### src/rtl/ue_rec_pkg.sv
package ue_rec_pkg;
  typedef enum logic [2:0] {
    ST_IDLE      = 3'd0,
    ST_WRITEBACK = 3'd1,
    ST_REFILL    = 3'd2,
    ST_RECHECK   = 3'd3,
    ST_WAY_RED   = 3'd4,
    ST_REPLAY    = 3'd5,
    ST_REPORT    = 3'd6
  } rec_state_e;
endpackage

### src/rtl/ue_rec_retry.sv
module ue_rec_retry #(
  parameter int RETRY_MAX = 3,
  localparam int CNT_W = $clog2(RETRY_MAX + 1)
) (
  input  logic clk_i,
  input  logic rst_ni,
  input  logic clr_i,
  input  logic inc_i,
  output logic at_limit_o
);
  logic [CNT_W-1:0] cnt_q;

  always_ff @(posedge clk_i or negedge rst_ni) begin
    if (!rst_ni)     cnt_q <= '0;
    else if (clr_i)  cnt_q <= '0;
    else if (inc_i)  cnt_q <= cnt_q + 1'b1;
  end

  // next raw recheck is the one that reduces the way
  assign at_limit_o = (cnt_q == CNT_W'(RETRY_MAX - 1));

  p_cnt_bound_r5: assert property (@(posedge clk_i) disable iff (!rst_ni)
    cnt_q < CNT_W'(RETRY_MAX));
endmodule

### src/rtl/ue_rec_waymask.sv
module ue_rec_waymask #(
  parameter int WAYS = 4,
  localparam int WAY_W = (WAYS > 1) ? $clog2(WAYS) : 1
) (
  input  logic             clk_i,
  input  logic             rst_ni,
  input  logic             set_i,
  input  logic [WAY_W-1:0] set_way_i,
  input  logic [WAY_W-1:0] q_way_i,
  output logic             q_dis_o,
  output logic [WAYS-1:0]  mask_o
);
  logic [WAYS-1:0] mask_q;

  for (genvar w = 0; w < WAYS; w++) begin : g_way
    always_ff @(posedge clk_i or negedge rst_ni) begin
      if (!rst_ni)                                    mask_q[w] <= 1'b0;
      else if (set_i && (set_way_i == WAY_W'(w)))     mask_q[w] <= 1'b1;
    end
  end

  assign q_dis_o = mask_q[q_way_i];
  assign mask_o  = mask_q;

  p_mask_sticky_r5: assert property (@(posedge clk_i) disable iff (!rst_ni)
    ($past(mask_q) & ~mask_q) == '0);
  p_one_set_r5: assert property (@(posedge clk_i) disable iff (!rst_ni)
    $countones(mask_q & ~$past(mask_q)) <= 1);
endmodule

### src/rtl/ue_rec_fsm.sv
module ue_rec_fsm
  import ue_rec_pkg::*;
(
  input  logic clk_i,
  input  logic rst_ni,
  input  logic accept_i,
  input  logic wb_done_i,
  input  logic rf_done_i,
  input  logic rf_raw_ue_i,
  input  logic at_limit_i,
  input  logic is_dw_i,
  output logic idle_o,
  output logic wb_req_o,
  output logic rf_req_o,
  output logic rf_fin_o,
  output logic cnt_inc_o,
  output logic reduce_o,
  output logic replay_o,
  output logic bypass_o,
  output logic exc_o
);
  rec_state_e state_q, state_d;
  logic raw_q, reduced_q;

  always_comb begin
    state_d   = state_q;
    cnt_inc_o = 1'b0;
    unique case (state_q)
      ST_IDLE:      if (accept_i) state_d = ST_WRITEBACK;
      ST_WRITEBACK: if (wb_done_i) state_d = ST_REFILL;
      ST_REFILL:    if (rf_done_i) state_d = ST_RECHECK;
      ST_RECHECK: begin
        if (!raw_q)          state_d = ST_REPLAY;
        else if (at_limit_i) state_d = ST_WAY_RED;
        else begin
          state_d   = ST_WRITEBACK;
          cnt_inc_o = 1'b1;
        end
      end
      ST_WAY_RED:   state_d = ST_REPLAY;
      ST_REPLAY:    state_d = ST_REPORT;
      ST_REPORT:    state_d = ST_IDLE;
      default:      state_d = ST_IDLE;
    endcase
  end

  always_ff @(posedge clk_i or negedge rst_ni) begin
    if (!rst_ni) begin
      state_q   <= ST_IDLE;
      raw_q     <= 1'b0;
      reduced_q <= 1'b0;
    end else begin
      state_q <= state_d;
      if (state_q == ST_REFILL && rf_done_i) raw_q <= rf_raw_ue_i;
      if (accept_i && state_q == ST_IDLE)    reduced_q <= 1'b0;
      else if (state_q == ST_WAY_RED)        reduced_q <= 1'b1;
    end
  end

  assign idle_o   = (state_q == ST_IDLE);
  assign wb_req_o = (state_q == ST_WRITEBACK);
  assign rf_req_o = (state_q == ST_REFILL);
  assign rf_fin_o = (state_q == ST_REFILL) && rf_done_i;
  assign reduce_o = (state_q == ST_WAY_RED);
  assign replay_o = (state_q == ST_REPLAY);
  assign bypass_o = (state_q == ST_REPLAY) && reduced_q;
  assign exc_o    = (state_q == ST_REPORT) && !is_dw_i;

  p_cmd_mutex_r10: assert property (@(posedge clk_i) disable iff (!rst_ni)
    !(wb_req_o && rf_req_o));
  p_refill_after_wb_r3: assert property (@(posedge clk_i) disable iff (!rst_ni)
    $rose(rf_req_o) |-> $past(wb_req_o && wb_done_i));
  p_exc_after_replay_r6: assert property (@(posedge clk_i) disable iff (!rst_ni)
    exc_o |-> $past(replay_o));
  p_replay_single_r6: assert property (@(posedge clk_i) disable iff (!rst_ni)
    replay_o |=> !replay_o);
  p_no_wb_after_reduce_r5: assert property (@(posedge clk_i) disable iff (!rst_ni)
    reduce_o |=> replay_o);
endmodule

### src/rtl/ue_rec_seq.sv
module ue_rec_seq #(
  parameter int WAYS      = 4,
  parameter int MARK_W    = 8,
  parameter int RETRY_MAX = 3,
  localparam int WAY_W = (WAYS > 1) ? $clog2(WAYS) : 1
) (
  input  logic              clk_i,
  input  logic              rst_ni,
  input  logic              req_valid_i,
  input  logic [WAY_W-1:0]  req_way_i,
  input  logic              req_dw_store_i,
  input  logic [MARK_W-1:0] mark_id_i,
  output logic              wb_req_o,
  output logic [WAY_W-1:0]  wb_way_o,
  input  logic              wb_done_i,
  output logic              rf_req_o,
  input  logic              rf_done_i,
  input  logic              rf_raw_ue_i,
  output logic [WAYS-1:0]   way_dis_o,
  output logic              l2_bypass_o,
  output logic              stall_o,
  output logic              replay_o,
  output logic              exc_o,
  output logic [MARK_W-1:0] exc_mark_id_o,
  output logic              sticky_raw_o
);
  logic idle, accept, req_dis, at_limit, cnt_inc, reduce, rf_fin;
  logic [WAY_W-1:0]  way_q;
  logic [MARK_W-1:0] mark_q;
  logic              dw_q, sticky_q;

  assign accept = idle && req_valid_i && !req_dis;

  always_ff @(posedge clk_i or negedge rst_ni) begin
    if (!rst_ni) begin
      way_q    <= '0;
      mark_q   <= '0;
      dw_q     <= 1'b0;
      sticky_q <= 1'b0;
    end else begin
      if (accept) begin
        way_q  <= req_way_i;
        mark_q <= mark_id_i;
        dw_q   <= req_dw_store_i;
      end
      if (rf_fin) sticky_q <= 1'b1;
    end
  end

  ue_rec_fsm u_fsm (
    .clk_i       (clk_i),
    .rst_ni      (rst_ni),
    .accept_i    (accept),
    .wb_done_i   (wb_done_i),
    .rf_done_i   (rf_done_i),
    .rf_raw_ue_i (rf_raw_ue_i),
    .at_limit_i  (at_limit),
    .is_dw_i     (dw_q),
    .idle_o      (idle),
    .wb_req_o    (wb_req_o),
    .rf_req_o    (rf_req_o),
    .rf_fin_o    (rf_fin),
    .cnt_inc_o   (cnt_inc),
    .reduce_o    (reduce),
    .replay_o    (replay_o),
    .bypass_o    (l2_bypass_o),
    .exc_o       (exc_o)
  );

  ue_rec_retry #(.RETRY_MAX(RETRY_MAX)) u_retry (
    .clk_i      (clk_i),
    .rst_ni     (rst_ni),
    .clr_i      (accept),
    .inc_i      (cnt_inc),
    .at_limit_o (at_limit)
  );

  ue_rec_waymask #(.WAYS(WAYS)) u_mask (
    .clk_i     (clk_i),
    .rst_ni    (rst_ni),
    .set_i     (reduce),
    .set_way_i (way_q),
    .q_way_i   (req_way_i),
    .q_dis_o   (req_dis),
    .mask_o    (way_dis_o)
  );

  assign stall_o       = !idle;
  assign wb_way_o      = way_q;
  assign exc_mark_id_o = mark_q;
  assign sticky_raw_o  = sticky_q;

  p_wb_in_stall_r2: assert property (@(posedge clk_i) disable iff (!rst_ni)
    (wb_req_o || rf_req_o || replay_o || exc_o) |-> stall_o);
  p_start_wb_r2: assert property (@(posedge clk_i) disable iff (!rst_ni)
    $rose(stall_o) |-> wb_req_o);
  p_sticky_hold_r3: assert property (@(posedge clk_i) disable iff (!rst_ni)
    $past(sticky_raw_o) |-> sticky_raw_o);
  p_way_stable_r9: assert property (@(posedge clk_i) disable iff (!rst_ni)
    (stall_o && $past(stall_o)) |-> $stable(wb_way_o) && $stable(exc_mark_id_o));
endmodule

### config.mk
export PLATFORM = sky130hd
export DESIGN_NAME = ue_rec_seq
export DESIGN_NICKNAME = d
export VERILOG_FILES = /design/src/rtl/ue_rec_pkg.sv /design/src/rtl/ue_rec_retry.sv /design/src/rtl/ue_rec_waymask.sv /design/src/rtl/ue_rec_fsm.sv /design/src/rtl/ue_rec_seq.sv
export SDC_FILE = /design/constraint.sdc
export NUM_CORES = 1
export LEC_CHECK = 0
export BUFFER_PORTS_ARGS = -buffer_cell sky130_fd_sc_hd__buf_2
export CAP_MARGIN = 15
export CORE_MARGIN = 2
export CORE_UTILIZATION = 50
export CTS_BUF_LIST = sky130_fd_sc_hd__clkbuf_4
export DETAILED_ROUTE_END_ITERATION = 8
export GPL_ROUTABILITY_DRIVEN = 0
export PLACE_DENSITY = 0.8
export SLEW_MARGIN = 10
export SYNTH_ARGS = -nofsm -noshare
export SYNTH_HDL_FRONTEND = slang
export SYNTH_SLANG_ARGS = --single-unit
### constraint.sdc
create_clock -name clk_i -period 4.19 [get_ports clk_i]
set_clock_uncertainty 0.05 [all_clocks]
set_input_delay 0.2095 -clock clk_i [delete_from_list [all_inputs] [get_ports clk_i]]
set_output_delay 0.2095 -clock clk_i [all_outputs]
set_load 0.005 [all_outputs]
## Yosys cells after proc, flatten, opt, wreduce, memory -nomap -nowiden

Cells that the tools add are included.

- Multiplexer cells: 15
- Eq/ne operators: 13
- Reductions and logical operators: 18
- $lt $le $gt $ge: 1
- Add/sub/neg operators: 1

Operators by type and width:

| operator | count |
|---|---|
| $pmux 3 s6 | 1 |
| $mux 3 | 5 |
| $logic_and 1x1->1 | 10 |
| $eq 3x3->1 const B | 3 |
| $eq 2x2->1 const B | 3 |
| $eq 3x2->1 const B | 2 |
| $mux 1 | 6 |
| $ne 2x1->1 const B | 3 |
| $mux 2 | 2 |
| $reduce_bool 2->1 | 2 |
| $eq 3x1->1 const B | 1 |
| $logic_not 1->1 | 3 |
| $logic_not 3->1 | 1 |
| $lt 2x3->1 const B | 1 |
| $reduce_and 3->1 | 1 |
| $add 2x1->2 const B | 1 |
| $bmux 1 s2 | 1 |
| $eq 2x1->1 const B | 1 |
| $logic_not 2->1 | 1 |

- Output and inout bits: 21
- Input port bits: 17
- Bits in registers: 23
- Word-level logic and storage cells: 60

## Depth between registers and ports, before layout

Gate-level depths: netlist of run 1.

- Word-level depth: 6
- Depth in mapped cells: 6
- Depth with buffers taken out: 5

## Hierarchy

A second synthesis of run 1 with hierarchy kept.

- Cells, all modules: 84
- Area total of the unflattened synthesis: 1094.8 sq um

By module, submodules not included:

| module | sequential area each (sq um) | times used | area an instance (sq um) | cells an instance |
|---|---|---|---|---|
| ue_rec_seq | 300.3 | 1 | 503.0 | 28 |
| ue_rec_fsm | 125.1 | 1 | 326.6 | 36 |
| ue_rec_waymask | 100.1 | 1 | 165.2 | 11 |
| ue_rec_retry | 50.0 | 1 | 100.1 | 9 |

## Worst setup path before layout of run 1

OpenSTA, ideal clock, no wires.

- Path type: reg-to-reg
- Start point: register u_fsm.state_q[2]
- End point: register mark_q[0] (netlist: exc_mark_id_o[0])
- Setup slack: 2.339 ns
- Buffers on the path: 1
- Data required time: 4.015 ns
- Cell stages (with the launch flop): 6
- Data arrival time: 1.676 ns
- Cell sequence: dfrtp_1 or3_4 a211oi_2 o21a_4 buf_12 mux2_4

- Cells in the longest elaborated chain, start to end: 3

Ends and longest elaborated chain:

| element | line | source |
|---|---|---|
| start, declared | ue_rec_fsm.sv:22 | `rec_state_e state_q, state_d;` |
| start signal, assigned | ue_rec_fsm.sv:53 | `state_q <= state_d;` |
| $logic_not 3->1 | ue_rec_fsm.sv:60 | `assign idle_o = (state_q == ST_IDLE);` |
| $logic_and 1x1->1 (2 in a row) | ue_rec_seq.sv:32 | `assign accept = idle && req_valid_i && !req_dis;` |
| end signal, assigned | ue_rec_seq.sv:43 | `mark_q <= mark_id_i;` |
| end, declared | ue_rec_seq.sv:29 | `logic [MARK_W-1:0] mark_q;` |

Every way passes these cells.
A chain may end at the register's enable or synchronous reset.

## Worst setup path in the final report of run 1

- Start point: register u_fsm.state_q[2]
- End point: register way_q[0] (netlist: wb_way_o[0])

- Cells in the longest elaborated chain, start to end: 3

Ends and longest elaborated chain:

| element | line | source |
|---|---|---|
| $logic_not 3->1 | ue_rec_fsm.sv:60 |  |
| $logic_and 1x1->1 (2 in a row) | ue_rec_seq.sv:32 |  |
| end signal, assigned | ue_rec_seq.sv:42 | `way_q <= req_way_i;` |
| end, declared | ue_rec_seq.sv:28 | `logic [WAY_W-1:0] way_q;` |

Every way passes these cells.

==> impl_metrics.py, run 1 <==
metrics = {
    "outcome": {
        "outcome": "complete, no violations",
    },
    "global_routing": {
        "globalRouteOverflowTotal": 0,
        "grt_pass1_wl_um": 3180,
        "grt_usage_pct": 16.7,
        "grt_max_degree": 24,
        "first_global_vias": 735,
        "antenna_found_initial": 0,
    },
    "hold_path": {
        "min_path_type": "input port to flop",
    },
    "cells_and_area": {
        "syn2layout_area_growth_pct": 21.1,
        "final_area_sq_um": 1310,
        "final_layout_size_suffix_gt1_share_pct": 47.2,
        "final_nets": 144,
        "n_antenna_cell": 0,
        "fillers": 172,
        "final_cells": 152,
    },
    "synth": {
        "synthDistinctLibCells": 30,
        "yosysMostFrequentCell": "dfrtp_1",
        "syn_nets": 103,
        "syn_area_sq_um": 1080,
        "ys_ff_latch": 23,
        "synth_common_cells": "dfrtp_1, nor2_1, inv_1",
        "synth_top_area_share_pct": 53.4,
        "ys_seq_area_share_pct": 53.4,
        "yosys_warnings": 0,
        "synth_largest_area_cell": "dfrtp_1",
        "ys.flop_type": "dfrtp_1",
        "syn_inst": 85,
        "synthTopCellsByArea": "dfrtp_1, mux2_4, mux2_2",
        "syn_avg_cell_area_sq_um": 12.7,
        "synthArstFlopShare_pct": 100,
        "synth_edf_count": 0,
    },
    "power_and_ir_drop": {
        "intPower_mw": 0.600,
        "p_sw_mw": 0.306,
        "powerDensity_nw_per_um2": 694,
        "ir_drop_mv": 0.415,
        "finalPower_mw": 0.905,
        "power.leakage_nw": 0.646,
        "swShare_pct": 33.8,
        "p_seq_share_pct": 46.6,
        "p_clk_share_pct": 11.5,
        "combPwrFrac_pct": 41.9,
    },
    "clock_network": {
        "cts.sinks": 23,
        "cts_buffers": 3,
        "clkLatencyLatePin_ps": 300,
        "cts_resized": 0,
        "clock_path_buffers": 2,
        "cts_setup_buffers": 0,
        "cts_tree": "yes",
        "cts_max_level": 1,
        "cts.clk_slew.worst_paths_ps": 120,
        "root_buffer": "clkbuf_4",
    },
    "critical_path": {
        "endpoint": "wb_way_o[0]$_DFFE_PN0P_",
        "cp_data_arrival_time_ps": 2120,
        "reg2regPathDepth": 4,
        "startpoint": "u_fsm.state_q[2]$_DFFE_PN0P_",
        "cp-end-kind": "flop",
        "worst-path-max-fanout": 14,
        "critical_path_required_ps": 4330,
        "timing.rr.start": "u_fsm.state_q[2]$_DFFE_PN0P_",
        "critPathKind": "flop to flop",
        "r2r-end": "wb_way_o[0]$_DFFE_PN0P_",
        "setup.worst_path.start_class": "flop",
        "ff2ff_setup_slack_ps": 2210,
    },
    "die": {
        "dieHeight_um": 50.4,
        "start_util_pct": 53.8,
        "dieArea_sq_um": 2540,
        "pin_count": 38,
        "num_rows": 16,
        "core_sq_um": 2000,
        "die_x_um": 50.4,
    },
    "placement": {
        "dp_slack_ps": 2260,
        "dp_hpwl_um": 1510,
        "port_buffers": 37,
        "dp_cells": 147,
        "place_area_sq_um": 1260,
    },
    "drt": {
        "routed-via-count": 784,
        "viasPerCell": 5.16,
        "wl_met1_um": 902,
        "drtIter0Drc": 7,
        "wire_per_inst_um": 12.9,
        "wl_met3_um": 148,
        "drc": 0,
        "met2_length_um": 891,
        "routed_wl_um": 1960,
        "postRouteAntennaNets": 0,
        "drtPass1Iterations": 4,
        "dr.max_layer_used": "met4",
    },
    "sta": {
        "slew_headroom_pct": 66.9,
        "worst_slack_ps": 2210,
        "fmax_mhz": 506,
        "setup_tns_ps": 0,
        "finalCritPeriodShare_pct": 47.2,
        "report.final.slew_viol_count": 0,
        "min_period_ps": 1980,
        "rsz0062_at_grt": "no",
        "setup_viol": 0,
        "hold_violations": 0,
        "worst_pin_slew_ps": 496,
    },
    "flow_run": {
        "cap_violations": 0,
    },
}
==> worst min-delay path by stage <==
stage	startpoint	endpoint	slack [ps]	cells after the start
4_1_cts	mark_id_i[1]	exc_mark_id_o[1]$_DFFE_PN0P_	70	2
3_3_place_gp	rst_ni	u_mask.mask_o[2]$_DFFE_PN0P_	150	1
5_1_grt	mark_id_i[2]	exc_mark_id_o[2]$_DFFE_PN0P_	50	2
2_1_floorplan	rst_ni	dw_q$_DFFE_PN0P_	-140	0
6_report	mark_id_i[2]	exc_mark_id_o[2]$_DFFE_PN0P_	70	2
3_5_place_dp	rst_ni	u_mask.mask_o[2]$_DFFE_PN0P_	150	1
==> repair_timing <==
item / CTS / global route
hold buffers: 1 / 0
endpoints found under the hold margin: 23 / 0
setup endpoints to repair: 0 / 0
==> power by group through the flow <==
stage	logic, mW	clock network [mW]	registers, mW
after floorplan	0.262	0	0.410
after global placement	0.369	0	0.417
after detailed placement	0.386	0	0.422
after CTS	0.386	0.108	0.421
after global routing	0.418	0.120	0.439
final	0.379	0.104	0.422
==> area by class of cell <==
| cell class | count | area [sq um] | area share [%] |
|---|---|---|---|
| Sequential cell | 23 | 576 | 44.1 |
| Tap cell | 27 | 33.8 | 2.59 |
| Multi-Input combinational cell | 53 | 444 | 34.0 |
| Timing Repair Buffer | 38 | 195 | 15.0 |
| Clock buffer | 4 | 30.0 | 2.30 |
| Inverter | 7 | 26.3 | 2.01 |
==> placed cells by master (no fill, tap or decap) <==
master,synthesis,final
or2b_1,1,1
a21oi_1,2,2
nor4bb_1,1,1
buf_2,0,37
clkbuf_4,0,4
mux2i_1,2,2
nand2_1,4,4
and2_1,1,1
nand2b_1,1,1
a211oi_2,1,1
o31ai_1,1,1
mux2_4,6,6
ha_1,1,1
o22ai_1,1,1
or3_4,1,1
o21bai_1,2,2
nand3b_1,1,1
a31o_2,2,2
nor2b_1,1,1
xnor2_1,1,1
dlygate4sd3_1,0,1
mux2_2,6,6
nor3_1,1,1
o21ai_0,2,2
nor2_1,10,10
inv_1,7,7
o21a_4,1,1
dfrtp_1,23,23
o22a_1,1,1
mux4_2,1,1
nor3b_1,1,1
==> metrics by stage <==
stage	hold WS (ps)	utilization, %
floorplan	-136	-
global placement	147	63.2
detailed placement	149	63.2
CTS	66.6	65.2
global route	50.1	65.2
finish	73.1	65.2
==> routing by layer <==
| layer | up-vias | track usage (%) |
|---|---|---|
| li1 | 373 | - |
| met1 | 376 | 23.6 |
| met2 | 33 | 25.9 |
| met3 | 2 | 2.68 |
| met4 | 0 | 6.76 |
| met5 | - | 0 |
==> sequential cells by signal, summed over array words and instances (netlist names) <==
register / flops
u_fsm.state_q: 3
exc_mark_id_o: 8
dw_q: 1
sticky_raw_o: 1
u_mask.mask_o: 4
wb_way_o: 2
u_retry.cnt_q: 2
u_fsm.reduced_q: 1
u_fsm.raw_q: 1
==> logic make-up (layout without fill, tap and decap cells) <==
group	count (synthesis)	count (layout)	share of synthesized area, %
DFF	23	23	53.4
and+or+nand+nor	23	23	11.2
muxes	15	15	18.6
AOI/OAI and AO/OA	13	13	9.52
buffers and inverters	9	49	5.34
adders and majority gates	1	1	1.16
xor gates and xnor gates	1	1	0.813
==> worst max-delay path, cell delays in order, from the launching register on <==
cell      delay (ps)
dfrtp_1          470
or3_4            430
a211oi_2         260
o21a_4           300
mux2_2           360
Note: power is estimated with default switching activity, not from simulation.
==> run 2: changes to the inputs <==
CORE_UTILIZATION = 46   (was 50)
PLACE_DENSITY = 0.78   (was 0.8)
clock period = 1.6 ns   (was 4.19 ns; I/O delays follow)
==> run 2 against run 1 <==
The run now ends with negative setup slack left. Die area grew 8.0%. Register-to-register slack lost 2400 ps. Worst hold slack got worse by 50 ps. Critical path depth unchanged. First-iteration DRC count is 86% lower. Final cell count is 16% higher. Routed wire length increased by 28%. Combinational power grew to 3.6 times the previous value. Sequential power grew to 2.5 times the previous value. Sequential share of layout area is 7.1 points lower. Core utilization grew 5.1 points.
==> impl_metrics.py, run 2 (synthesis results as in run 1) <==
metrics = {
    "die": {
        "die_x_um": 52.4,
        "dieArea_sq_um": 2750,
        "core_sq_um": 2210,
        "start_util_pct": 48.7,
        "pin_count": 38,
        "num_rows": 17,
        "dieHeight_um": 52.4,
    },
    "drt": {
        "drc": 0,
        "postRouteAntennaNets": 0,
        "viasPerCell": 5.08,
        "drtIter0Drc": 1,
        "routed-via-count": 894,
        "wire_per_inst_um": 14.2,
        "routed_wl_um": 2510,
        "drtPass1Iterations": 2,
    },
    "hold_path": {
        "min_path_type": "input port to flop",
    },
    "cells_and_area": {
        "final_area_sq_um": 1560,
        "layout_common_cells": "buf_2, dfrtp_1, dlygate4sd3_1, mux2_4, buf_4",
        "n_antenna_cell": 0,
        "syn2layout_area_growth_pct": 44.4,
        "largest_reg_flops": 8,
        "final_layout_size_suffix_gt1_share_pct": 52.0,
        "final_common_cell": "buf_2",
        "final_nets": 167,
    },
    "sta": {
        "setup_tns_ps": -2020,
        "finalCritPeriodShare_pct": 114,
        "min_period_ps": 1820,
        "slew_headroom_pct": 65.7,
        "worst_slack_ps": -219,
        "rsz0062_at_grt": "yes",
        "report.final.slew_viol_count": 0,
        "hold_slack_ps": 22.7,
        "setup_viol": 14,
        "hold_violations": 0,
        "worst_pin_slew_ps": 515,
        "fmax_mhz": 550,
    },
    "clock_network": {
        "cts.clk_slew.worst_paths_ps": 130,
        "clock_path_buffers": 2,
        "cts_max_level": 1,
        "cts_tree": "yes",
        "root_buffer": "clkbuf_4",
        "clkLatencyLatePin_ps": 300,
        "cts_buffers": 3,
        "cts.sinks": 23,
    },
    "placement": {
        "dp_slack_ps": -193,
        "port_buffers": 37,
        "place_area_sq_um": 1330,
        "dp_hpwl_um": 1740,
    },
    "outcome": {
        "outcome": "complete, but fails checks",
        "violations": "negative setup slack",
    },
    "critical_path": {
        "critPathBufInv": 0,
        "cp_slowest_cell": "dfrtp_1",
        "crit_chain": "or3_4 -> a211oi_4 -> o21a_4 -> mux2_2",
        "cp-end-kind": "flop",
        "worst-path-max-fanout": 6,
        "max_stage_delay_ps": 400,
        "critical_path_required_ps": 1740,
        "ff2ff_setup_slack_ps": -220,
        "setup.worst_path.start_class": "flop",
        "cp_data_arrival_time_ps": 1960,
        "crit_family": "compound AO/OA/AOI/OAI gates",
        "critPathKind": "flop to flop",
    },
    "flow_run": {
        "cap_violations": 0,
    },
    "global_routing": {
        "grt_usage_pct": 20.7,
        "grt_pass1_wl_um": 4130,
        "first_global_vias": 941,
        "grt_max_degree": 24,
        "antenna_found_initial": 0,
        "globalRouteOverflowTotal": 0,
    },
    "power_and_ir_drop": {
        "finalPower_mw": 2.66,
        "power.leakage_nw": 0.758,
        "ir_drop_mv": 1.21,
        "powerDensity_nw_per_um2": 1710,
    },
}
[run 2: changes by cell type in the layout (fill, tap and decap cells not counted), sizes merged]
cell and delta:
buf +11, clkinv +1, o21a +1, clkbuf -1, dlygate4sd3 +11
[run 2: layer usage]
layer / global-route usage, % / wire (um)
met1: 24.9 / 1030
met2: 35.8 / 1310
met4: 8.12 / 37
met3: 4.29 / 139
met5: 0 / 0
[run 2: metrics by stage]
step	cells	utilization (%)
floorplan	85	-
detailed placement	156	60.0
finish	176	70.3
global route	176	70.3
CTS	175	69.2
global placement	156	60.0
[run 2: where the power goes]
group / leakage (nW) / internal [mW] / switching (mW)
Combinational: 0.468 / 0.782 / 0.564
Clock: 0.0177 / 0.0929 / 0.162
Sequential: 0.273 / 0.867 / 0.193
Total: 0.758 / 1.74 / 0.919
[run 2: layout make-up]
cell class | instances | area [sq um]
clock buffers | 3 | 22.5
clock inverters | 1 | 5.00
fillers | 167 | 657
inverters | 7 | 26.3
multi-input cells | 54 | 492
flip-flops and latches | 23 | 576
well taps | 28 | 35.0
repair buffers | 60 | 399
[run 2: worst register-to-register path, stage by stage, from the launching register on]
cell,delay (ps)
dfrtp_1,400
or3_4,400
a211oi_4,260
o21a_4,250
mux2_2,340
[run 2: worst paths after layout]
| path | cells after the start | from | endpoint |
|---|---|---|---|
| max in group asynchronous | 2 | rst_ni | u_retry.cnt_q[1]$_DFFE_PN0P_ |
| min | 3 | wb_done_i | u_fsm.state_q[1]$_DFFE_PN0P_ |
| max reg2reg | 4 | u_fsm.state_q[2]$_DFFE_PN0P_ | dw_q$_DFFE_PN0P_ |
| min reg2reg | 1 | sticky_raw_o$_DFFE_PN0P_ | sticky_raw_o$_DFFE_PN0P_ |
| max | 4 | u_fsm.state_q[2]$_DFFE_PN0P_ | dw_q$_DFFE_PN0P_ |
| min in group asynchronous | 2 | rst_ni | wb_way_o[1]$_DFFE_PN0P_ |
[run 2: repair_timing]
item | 4_1_cts | 5_1_grt
resized for setup | 7 | 9
endpoints found under the setup margin | 14 | 17
setup buffers | 3 | 3
hold endpoints to repair | 34 | 0
pin swaps | 1 | 4
cloned | 1 | 0
hold buffers | 12 | 0
==> run 3: changes to the inputs <==
SETUP_SLACK_MARGIN = 0.2   (was default)
==> run 3 against run 2 <==
Core utilization up 5.9 points. Sequential share of layout area down 2.9 points. Die area unchanged. The run ends with negative hold slack, negative setup slack left. Clock power up 9.0%. Final cell count is 4.0% higher. Cell area grew 8.4%. Sequential power barely moved. Worst hold slack lost 26 ps. Global-route usage increased by 2.8 points. Critical endpoint is now exc_mark_id_o[7]$_DFFE_PN0P_.
==> impl_metrics.py, run 3 (synthesis results as in run 1) <==
metrics = {
    "power_and_ir_drop": {
        "ir_drop_mv": 1.20,
        "power.leakage_nw": 0.821,
        "powerDensity_nw_per_um2": 1760,
        "finalPower_mw": 2.97,
    },
    "cells_and_area": {
        "n_antenna_cell": 0,
        "final_area_sq_um": 1690,
        "layout_common_cells": "buf_2, dfrtp_1, dlygate4sd3_1, buf_6",
        "final_cells": 183,
        "final_common_cell": "buf_2",
        "multiInputGateArea_sq_um": 529,
        "seq_area_sq_um": 576,
        "final_nets": 174,
        "final_util_pct": 76.2,
        "syn2layout_area_growth_pct": 56.6,
        "final_layout_size_suffix_gt1_share_pct": 58.1,
        "fillers": 147,
        "largest_reg_flops": 8,
    },
    "sta": {
        "rsz0062_at_grt": "yes",
        "setup_tns_ps": -3050,
        "finalCritPeriodShare_pct": 116,
        "setup_viol": 17,
        "worst_slack_ps": -249,
        "worst_pin_slew_ps": 495,
        "slew_headroom_pct": 67.0,
        "hold_slack_ps": -3.75,
        "min_period_ps": 1850,
        "report.final.slew_viol_count": 0,
        "hold_violations": 1,
        "fmax_mhz": 541,
    },
    "global_routing": {
        "busiest_layer": "met2",
        "use_met2_pct": 40.2,
        "grt_pass1_wl_um": 4440,
        "grt_usage_pct": 23.5,
        "grt_util_met3_pct": 6.86,
        "globalRouteOverflowTotal": 0,
        "grt_use_met1_pct": 26.4,
        "first_global_vias": 950,
        "antenna_found_initial": 0,
        "grt_max_degree": 24,
    },
    "drt": {
        "drc": 0,
        "viasPerCell": 5.01,
        "drtPass1Iterations": 3,
        "postRouteAntennaNets": 0,
        "wire_per_inst_um": 15.4,
        "drtIter0Drc": 11,
        "routed-via-count": 916,
        "routed_wl_um": 2820,
    },
    "critical_path": {
        "cp-end-kind": "flop",
        "max_stage_delay_ps": 420,
        "cp_data_arrival_time_ps": 2020,
        "cp_slowest_cell": "or3_4",
        "critical_path_required_ps": 1780,
        "critPathBufInv": 0,
        "worst-path-max-fanout": 6,
        "setup.worst_path.start_class": "flop",
        "critPathKind": "flop to flop",
        "crit_chain": "or3_4 -> a211oi_4 -> o21a_4 -> mux2_2",
        "crit_family": "compound AO/OA/AOI/OAI gates",
    },
    "clock_network": {
        "clkLatencyLatePin_ps": 320,
        "cts_tree": "yes",
        "cts.sinks": 23,
        "cts_buffers": 3,
        "root_buffer": "clkbuf_4",
        "cts.clk_slew.worst_paths_ps": 130,
        "cts_max_level": 1,
        "clock_path_buffers": 2,
    },
    "die": {
        "core_sq_um": 2210,
        "die_x_um": 52.4,
        "dieArea_sq_um": 2750,
        "pin_count": 38,
        "num_rows": 17,
        "dieHeight_um": 52.4,
        "start_util_pct": 48.7,
    },
    "placement": {
        "dp_hpwl_um": 1770,
        "dp_cells": 156,
        "place_area_sq_um": 1330,
        "port_buffers": 37,
    },
    "outcome": {
        "outcome": "complete, but fails checks",
        "violations": "negative hold slack, negative setup slack",
    },
    "flow_run": {
        "cap_violations": 0,
    },
    "hold_path": {
        "min_path_type": "input port to flop",
    },
}
-- run 3: per-stage QoR --
step	setup WS, ps	hold WS [ps]
after floorplan	-202	-266
after global placement	-141	13.1
after detailed placement	-238	22.9
after CTS	-213	3.00
after global routing	-293	16.9
final	-249	-3.75
-- run 3: worst min-delay path: stages --
cell and delay, ps:
buf_2 100, nor2_1 80, o31ai_1 70
-- run 3: layout make-up --
cell class	instances	share of cell area, %
flip-flops and latches	23	34.1
multi-input cells	54	31.4
repair buffers	67	28.9
well taps	28	2.08
inverters	7	1.71
clock buffers	3	1.34
clock inverters	1	0.445
-- run 3: routing by layer --
metal  up-vias  share of wire (%)
met3         6                5.4
met4         0                2.8
met5         -                  0
met1       445                 38
met2        33                 54
li1        432                  -
-- run 3: timing repair --
action	4_1_cts	5_1_grt
endpoints found under the setup margin	20	26
hold endpoints to repair	34	0
pin swaps	11	5
hold buffers	12	0
resized for setup	28	5
setup buffers	7	3
gates cloned	1	0
-- run 3: path summary, 6_finish.rpt --
check	start	endpoint	slack, ps	depth (start not counted)
worst max-delay path	u_fsm.state_q[2]$_DFFE_PN0P_	exc_mark_id_o[7]$_DFFE_PN0P_	-250	4
worst min-delay path	wb_done_i	u_fsm.state_q[1]$_DFFE_PN0P_	-4	3
worst max register to register	u_fsm.state_q[2]$_DFFE_PN0P_	exc_mark_id_o[7]$_DFFE_PN0P_	-250	4
worst min register to register	sticky_raw_o$_DFFE_PN0P_	sticky_raw_o$_DFFE_PN0P_	430	1
max in group asynchronous	rst_ni	u_mask.mask_o[1]$_DFFE_PN0P_	960	2
min in group asynchronous	rst_ni	u_retry.cnt_q[1]$_DFFE_PN0P_	200	2
-- run 3: power by group --
part | internal, mW | total, mW | switching (mW)
sequential | 0.866 | 1.07 | 0.208
combinational | 0.949 | 1.62 | 0.671
clock | 0.0958 | 0.278 | 0.182
